==> src/rtl/pwm_timer8_pkg.sv <==
`timescale 1ns/1ps
package pwm_timer8_pkg;

  localparam int CKS_W  = 3;
  localparam int MODE_W = 2;
  localparam int ADDR_W = 2;

  localparam logic [MODE_W-1:0] MODE_PWM = 2'b10;

  localparam logic [ADDR_W-1:0] ADDR_CTRL   = 2'd0;
  localparam logic [ADDR_W-1:0] ADDR_PERIOD = 2'd1;
  localparam logic [ADDR_W-1:0] ADDR_DUTY   = 2'd2;

  typedef enum logic {
    TGT_PERIOD = 1'b0,
    TGT_DUTY   = 1'b1
  } cmp_tgt_e;

  typedef struct packed {
    logic              run;
    logic [CKS_W-1:0]  cks;
    logic [MODE_W-1:0] mode;
    logic              idle_lvl;
    logic              out_en;
  } ctrl_t;

  localparam int CTRL_W = $bits(ctrl_t);

endpackage

==> src/rtl/pwm_timer8_regs.sv <==
`timescale 1ns/1ps
module pwm_timer8_regs
  import pwm_timer8_pkg::*;
#(
  parameter int CNT_W = 8
) (
  input  logic              clk_i,
  input  logic              rst_ni,
  input  logic              wr_en_i,
  input  logic [ADDR_W-1:0] wr_addr_i,
  input  logic [CNT_W-1:0]  wr_data_i,
  output ctrl_t             ctrl_o,
  output logic [CNT_W-1:0]  period_o,
  output logic [CNT_W-1:0]  duty_o
);

  ctrl_t            ctrl_q, ctrl_d;
  logic [CNT_W-1:0] period_q, period_d;
  logic [CNT_W-1:0] duty_q, duty_d;
  logic             ctrl_ld, period_ld, duty_ld;

  always_comb begin
    ctrl_ld   = 1'b0;
    period_ld = 1'b0;
    duty_ld   = 1'b0;
    if (wr_en_i) begin
      case (wr_addr_i)
        ADDR_CTRL:   ctrl_ld   = 1'b1;
        ADDR_PERIOD: period_ld = !ctrl_q.run;
        ADDR_DUTY:   duty_ld   = 1'b1;
        default:     ;
      endcase
    end
    ctrl_d   = ctrl_t'(wr_data_i[CTRL_W-1:0]);
    period_d = wr_data_i;
    duty_d   = wr_data_i;
  end

  always_ff @(posedge clk_i or negedge rst_ni) begin
    if (!rst_ni) begin
      ctrl_q <= '0;
    end else if (ctrl_ld) begin
      ctrl_q <= ctrl_d;
    end
  end

  always_ff @(posedge clk_i or negedge rst_ni) begin
    if (!rst_ni) begin
      period_q <= '1;
    end else if (period_ld) begin
      period_q <= period_d;
    end
  end

  always_ff @(posedge clk_i or negedge rst_ni) begin
    if (!rst_ni) begin
      duty_q <= '0;
    end else if (duty_ld) begin
      duty_q <= duty_d;
    end
  end

  assign ctrl_o   = ctrl_q;
  assign period_o = period_q;
  assign duty_o   = duty_q;

  logic run_q;
  assign run_q = ctrl_q.run;

  // the period value never moves across an edge taken with run set
  a_r6_period_locked: assert property (@(posedge clk_i) disable iff (!rst_ni)
    $past(run_q) |-> $stable(period_q))
    else $error("period register changed while running");

endmodule

==> src/rtl/pwm_timer8_presc.sv <==
`timescale 1ns/1ps
module pwm_timer8_presc
  import pwm_timer8_pkg::*;
#(
  parameter int SEL_W = CKS_W
) (
  input  logic             clk_i,
  input  logic             rst_ni,
  input  logic             en_i,
  input  logic [SEL_W-1:0] sel_i,
  output logic             tick_o
);

  localparam int NTAPS = 1 << SEL_W;
  localparam int DIV_W = NTAPS - 1;

  logic [DIV_W-1:0] div_q, div_d;
  logic [NTAPS-1:0] taps;

  always_comb begin
    if (en_i) begin
      div_d = div_q + 1'b1;
    end else begin
      div_d = '0;
    end
  end

  always_ff @(posedge clk_i or negedge rst_ni) begin
    if (!rst_ni) begin
      div_q <= '0;
    end else begin
      div_q <= div_d;
    end
  end

  for (genvar gi = 0; gi < NTAPS; gi++) begin : g_tap
    if (gi == 0) begin : g_every
      assign taps[gi] = 1'b1;
    end else begin : g_div
      assign taps[gi] = &div_q[gi-1:0];
    end
  end

  assign tick_o = en_i & taps[sel_i];

  // a divided tick is never followed by another one in the next clock
  a_r5_tick_spacing: assert property (@(posedge clk_i) disable iff (!rst_ni)
    (tick_o && sel_i != '0) |=> (!tick_o || sel_i == '0))
    else $error("prescaler ticks too close together");

endmodule

==> src/rtl/pwm_timer8_core.sv <==
`timescale 1ns/1ps
module pwm_timer8_core
  import pwm_timer8_pkg::*;
#(
  parameter int CNT_W = 8
) (
  input  logic             clk_i,
  input  logic             rst_ni,
  input  logic             en_i,
  input  logic             tick_i,
  input  logic [CNT_W-1:0] period_i,
  input  logic [CNT_W-1:0] duty_i,
  output logic             active_o,
  output logic             irq_o
);

  logic [CNT_W-1:0] cnt_q, cnt_d;
  cmp_tgt_e         tgt_q, tgt_d;
  logic             act_q, act_d;
  logic             irq_q, irq_d;
  logic             state_ld;
  logic             hit_period, hit_duty;

  assign hit_period = (tgt_q == TGT_PERIOD) && (cnt_q == period_i);
  assign hit_duty   = (tgt_q == TGT_DUTY) && (cnt_q == duty_i);
  assign state_ld   = !en_i || tick_i;

  always_comb begin
    cnt_d = cnt_q;
    tgt_d = tgt_q;
    act_d = act_q;
    irq_d = 1'b0;
    if (!en_i) begin
      cnt_d = '0;
      tgt_d = TGT_PERIOD;
      act_d = 1'b0;
    end else if (tick_i) begin
      if (hit_period) begin
        cnt_d = '0;
        tgt_d = TGT_DUTY;
        act_d = 1'b1;
        irq_d = 1'b1;
      end else begin
        cnt_d = cnt_q + 1'b1;
        if (hit_duty) begin
          tgt_d = TGT_PERIOD;
          act_d = 1'b0;
        end
      end
    end
  end

  always_ff @(posedge clk_i or negedge rst_ni) begin
    if (!rst_ni) begin
      cnt_q <= '0;
      tgt_q <= TGT_PERIOD;
      act_q <= 1'b0;
    end else if (state_ld) begin
      cnt_q <= cnt_d;
      tgt_q <= tgt_d;
      act_q <= act_d;
    end
  end

  always_ff @(posedge clk_i or negedge rst_ni) begin
    if (!rst_ni) begin
      irq_q <= 1'b0;
    end else begin
      irq_q <= irq_d;
    end
  end

  assign active_o = act_q;
  assign irq_o    = irq_q;

  // the interrupt cycle shows a cleared counter, active output, duty target
  a_r3_clear_on_match: assert property (@(posedge clk_i) disable iff (!rst_ni)
    irq_q |-> (cnt_q == '0 && act_q && tgt_q == TGT_DUTY))
    else $error("period match state wrong");

  // while enabled, the output only drops on a duty match
  a_r4_release_at_duty: assert property (@(posedge clk_i) disable iff (!rst_ni)
    ($fell(act_q) && $past(en_i)) |-> ($past(cnt_q) == $past(duty_i) && tgt_q == TGT_PERIOD))
    else $error("output released away from duty match");

  // a disabled counter is parked at zero, inactive, on the period target
  a_r9_stop_state: assert property (@(posedge clk_i) disable iff (!rst_ni)
    !en_i |=> (cnt_q == '0 && !act_q && tgt_q == TGT_PERIOD))
    else $error("stopped state not parked");

endmodule

==> src/rtl/pwm_timer8_out.sv <==
`timescale 1ns/1ps
module pwm_timer8_out (
  input  logic active_i,
  input  logic idle_lvl_i,
  input  logic out_en_i,
  output logic pwm_o
);

  always_comb begin
    pwm_o = idle_lvl_i ^ (out_en_i & active_i);
  end

endmodule

==> src/rtl/pwm_timer8.sv <==
`timescale 1ns/1ps
module pwm_timer8
  import pwm_timer8_pkg::*;
#(
  parameter int CNT_W = 8
) (
  input  logic              clk_i,
  input  logic              rst_ni,
  input  logic              wr_en_i,
  input  logic [ADDR_W-1:0] wr_addr_i,
  input  logic [CNT_W-1:0]  wr_data_i,
  output logic              pwm_o,
  output logic              irq_o
);

  localparam int SYNC_STAGES = 2;

  logic [SYNC_STAGES-1:0] rst_sync_q;
  logic                   rst_int_n;

  always_ff @(posedge clk_i or negedge rst_ni) begin
    if (!rst_ni) begin
      rst_sync_q <= '0;
    end else begin
      rst_sync_q <= {rst_sync_q[SYNC_STAGES-2:0], 1'b1};
    end
  end

  assign rst_int_n = rst_sync_q[SYNC_STAGES-1];

  ctrl_t            ctrl;
  logic [CNT_W-1:0] period;
  logic [CNT_W-1:0] duty;
  logic             count_en;
  logic             tick;
  logic             active;

  pwm_timer8_regs #(.CNT_W(CNT_W)) u_regs (
    .clk_i     (clk_i),
    .rst_ni    (rst_int_n),
    .wr_en_i   (wr_en_i),
    .wr_addr_i (wr_addr_i),
    .wr_data_i (wr_data_i),
    .ctrl_o    (ctrl),
    .period_o  (period),
    .duty_o    (duty)
  );

  assign count_en = ctrl.run && (ctrl.mode == MODE_PWM);

  pwm_timer8_presc #(.SEL_W(CKS_W)) u_presc (
    .clk_i  (clk_i),
    .rst_ni (rst_int_n),
    .en_i   (count_en),
    .sel_i  (ctrl.cks),
    .tick_o (tick)
  );

  pwm_timer8_core #(.CNT_W(CNT_W)) u_core (
    .clk_i    (clk_i),
    .rst_ni   (rst_int_n),
    .en_i     (count_en),
    .tick_i   (tick),
    .period_i (period),
    .duty_i   (duty),
    .active_o (active),
    .irq_o    (irq_o)
  );

  pwm_timer8_out u_out (
    .active_i   (active),
    .idle_lvl_i (ctrl.idle_lvl),
    .out_en_i   (ctrl.out_en),
    .pwm_o      (pwm_o)
  );

  // the interrupt is a single-clock pulse (valid settings have N >= 1)
  a_r3_irq_single: assert property (@(posedge clk_i) disable iff (!rst_int_n)
    irq_o |=> !irq_o)
    else $error("interrupt wider than one clock");

  // with the output enabled, the pin is at the active level on a period match
  a_r8_active_level: assert property (@(posedge clk_i) disable iff (!rst_int_n)
    (irq_o && ctrl.out_en) |-> (pwm_o != ctrl.idle_lvl))
    else $error("pin not active at period match");

  // outside PWM mode no interrupt is raised
  a_r10_mode_gate: assert property (@(posedge clk_i) disable iff (!rst_int_n)
    (ctrl.mode != MODE_PWM && $past(ctrl.mode != MODE_PWM)) |-> !irq_o)
    else $error("interrupt outside PWM mode");

endmodule

==> config.mk <==
export PLATFORM = sky130hd
export DESIGN_NAME = pwm_timer8
export DESIGN_NICKNAME = d
export VERILOG_FILES = /design/src/rtl/pwm_timer8_pkg.sv /design/src/rtl/pwm_timer8_regs.sv /design/src/rtl/pwm_timer8_presc.sv /design/src/rtl/pwm_timer8_core.sv /design/src/rtl/pwm_timer8_out.sv /design/src/rtl/pwm_timer8.sv
export SDC_FILE = /design/constraint.sdc
export NUM_CORES = 1
export LEC_CHECK = 0
export ABC_AREA = 1
export CORE_ASPECT_RATIO = 0.7
export CORE_MARGIN = 2
export CORE_UTILIZATION = 33
export CTS_BUF_LIST = sky130_fd_sc_hd__clkbuf_8
export DETAILED_ROUTE_END_ITERATION = 16
export DONT_BUFFER_PORTS = 1
export SLEW_MARGIN = 40
export SYNTH_ARGS = -nofsm -noshare
export SYNTH_HDL_FRONTEND = slang
export SYNTH_HIERARCHICAL = 1
export SYNTH_SLANG_ARGS = --single-unit
==> constraint.sdc <==
create_clock -name clk_i -period 1.8 [get_ports clk_i]
set_input_delay 0.36 -clock clk_i [delete_from_list [all_inputs] [get_ports clk_i]]
set_output_delay 0.36 -clock clk_i [all_outputs]
set_load 0.005 [all_outputs]
==> qor.yml <==
wl_um: 4990
cts.clk_slew.worst_paths_ns: 0.09
grt_max_degree: 42
drc: 0
rsz0062_at_grt: "true"
ys_seq_elements: 43
routed_via_density: 4.61
synth_cell_types: 27
grt_pass1_vias: 1790
htreeDepth: 2
startpoint_type: "flop"
total_power_w: 0.00212
core_sq_um: 6690
critPathArrivalTime_ns: 2.20
die-area_sq_um: 7520
via_count: 1824
synth_flop_cell: "dfrtp_1"
synth_warnings: 6
gp_congestion: 0.864
slew_headroom_pct: 65.4
hold_viol: 0
period_share_pct: 112
crit_type: "reg -> reg"
worst_slew_pin_slew_ns: 0.520
synth_area_sq_um: 2250
antenna_found_initial: 0
setup_violations: 8
endpoint_kind: "flop"
port_buffers: 0
avgSynthCellArea_sq_um: 7.93
path_max_fanout: 4
antenna_left: 0
dpl_cell_area_sq_um: 2440
io_pins: 15
synth_edf_count: 0
ys_async_sr_fraction_pct: 100
layout_min_cycle_time_ns: 2.02
postSynthCellCount: 284
synth_top_area_share_pct: 38.9
ys_seq_area_share_pct: 48.2
area_growth_pct: 14.8
antenna_cells: 0
grt.total_usage_pct: 15.1
dp_hpwl_um: 3610
die_x_um: 103
fmax_ghz: 0.496
cp.required_ns: 1.98
layout.nets: 318
cap_violations: 0
slew_viol_final: 0
finClkSkew_ns: 0.00921
leakage_nw: 1.29
start_util_pct: 33.7
synth_area_leaders: "dfrtp_1, nand2_1, dfstp_2"
clock_sinks: 43
post_route_cells_drive_above_1_share_pct: 19.9
cts_tree: "yes"
rows: 25
root_buffer: "clkbuf_8"
final_area_sq_um: 2590
clock_latency_ns: 0.29
clock_tree.buffer_depth: 2
drt_iter0_drc: 123
nFillCells: 720
first_pass_iters: 5
ir_worst_vdd_mv: 0.453
powerDensity_nw_per_um2: 820
yosysTopAreaCell: "dfrtp_1"
cts_buffers: 5
setup_slack_ns: -0.216
status: "finished, violations left"
violations: "negative setup slack"
wire_per_inst_um: 12.6
crit_chain: "ha_2, nand3_2, clkinv_2, ha_4, inv_2, a21oi_2, nand2_1, nand2_1, nor2_2, nor2_4, buf_4, buf_4, buf_4, buf_4, nand2_1, o21ai_0"
worst_path_most_repeated_cell: "buf_4"
cp_slowest_cell: "dfrtp_1"
worst_path_largest_cell_delay_ns: 0.39
hp-class: "in -> reg"
syn_nets: 301
die_h_um: 73.1
grt_pass1_wl_um: 8620
grt-ovfl-total: 0
## cell usage after synthesis, types with 2 or more instances
cell type / n
inv_2: 4
inv_1: 29
nand2_1: 102
o21ai_0: 7
a21oi_1: 10
nand4_1: 9
ha_1: 4
xor2_1: 7
nand2_4: 3
nor2_2: 6
dfstp_2: 8
buf_4: 3
xnor2_1: 2
a21oi_2: 2
nand3_2: 2
nor2_1: 15
dfrtp_1: 35
nand3_1: 27
## cells by family after synthesis
logic type                 Yosys count  share of synthesized area [%]
and+or+nand+nor                    167                           33.4
DFF                                 43                           48.2
buffers and inverters               39                           7.38
AOI/OAI and AO/OA                   21                           5.16
xor gates and xnor gates             9                           3.50
adders and majority gates            4                           2.22
other                                1                          0.166
## report_power, final
group / switching (W) / internal (W) / total, W
Clock: 0.000338 / 0.000269 / 0.000606
Sequential: 0.0000906 / 0.00109 / 0.00118
Combinational: 0.000197 / 0.000134 / 0.000331
## what timing repair did
action	in CTS	in global routing
setup buffers	2	2
gates cloned	0	0
endpoints found under the hold margin	2	0
pin swaps	11	1
resized for setup	2	4
hold buffers	1	0
setup endpoints to repair	7	10
## area by class of cell
type	count	area, sq um	area share (%)
Multi-Input combinational cell	202	1050	40.7
Inverter	34	129	4.98
Clock inverter	3	17.5	0.677
Timing Repair Buffer	15	115	4.45
Tap cell	94	118	4.55
Sequential cell	43	1090	42.0
Clock buffer	5	68.8	2.66
## state kept, by name, summed over array words and instances (netlist names)
name	count
u_core/irq_o	1
u_regs/ctrl_o	7
rst_sync_q	2
u_regs/run_q	1
u_regs/duty_o	8
u_regs/period_o	8
u_core/active_o	1
u_presc/div_q	7
u_core/cnt_q	8
## placed cells by master, fill, tap and decap left out, types with 4 or more instances in the layout
master,synthesis,final
nor2_1,15,13
inv_2,4,5
o21ai_0,7,6
inv_1,29,29
a21oi_2,2,4
nand4_1,9,9
clkbuf_8,0,5
a21oi_1,10,8
nor2_2,6,6
buf_4,3,14
nand2_1,102,100
dfrtp_1,35,34
dfstp_2,8,8
xor2_1,7,7
nand3_1,27,27
## metal layers
metal / part of all wire, % / GRT usage [%] / vias up
met5: 0 / 0 / -
met4: 0.84 / 3.95 / 0
met3: 7.1 / 4.60 / 4
met2: 40 / 20.8 / 48
met1: 52 / 22.8 / 846
li1: - / - / 926
## critical path, delay by kind of cell (launching register included)
| family | cells | cell delay [ns] |
|---|---|---|
| flops | 1 | 0.39 |
| simple gates | 6 | 0.45 |
| fa+ha+maj | 2 | 0.34 |
| buf+inv | 6 | 0.61 |
| compound gates | 2 | 0.11 |
## final timing paths
kind / startpoint / end / slack [ns] / cells past startpoint
worst min register to register: rst_sync_q[1]$_DFF_PN0_ / u_regs/ctrl_o[1]$_DFFE_PN0P_ / 0.32 / 1
max in group asynchronous: rst_sync_q[1]$_DFF_PN0_ / u_regs/period_o[1]$_DFFE_PN1P_ / 1.10 / 1
min in group asynchronous: rst_ni / rst_sync_q[0]$_DFF_PN0_ / 0.29 / 1
worst min-delay path: wr_data_i[2] / u_regs/period_o[2]$_DFFE_PN1P_ / 0.17 / 2
worst max register to register: u_presc/div_q[0]$_DFF_PN0_ / u_core/cnt_q[1]$_DFFE_PN0P_ / -0.22 / 16
worst max-delay path: u_presc/div_q[0]$_DFF_PN0_ / u_core/cnt_q[1]$_DFFE_PN0P_ / -0.22 / 16
## metrics by stage
stage          util [%]  hold slack, ns  TNS (ns)  instances  setup slack, ns
6_report           38.7           0.172     -1.02        396           -0.216
5_1_grt            38.7           0.154     -2.48        396           -0.383
4_1_cts            38.2           0.162    -0.746        394           -0.194
3_5_place_dp       36.4          0.0645     -1.26        383           -0.256
3_3_place_gp       36.4          0.0645    -0.713        383           -0.167
2_1_floorplan         -          0.0644    -0.717        284           -0.182
Note: power is estimated with default switching activity, not from simulation.
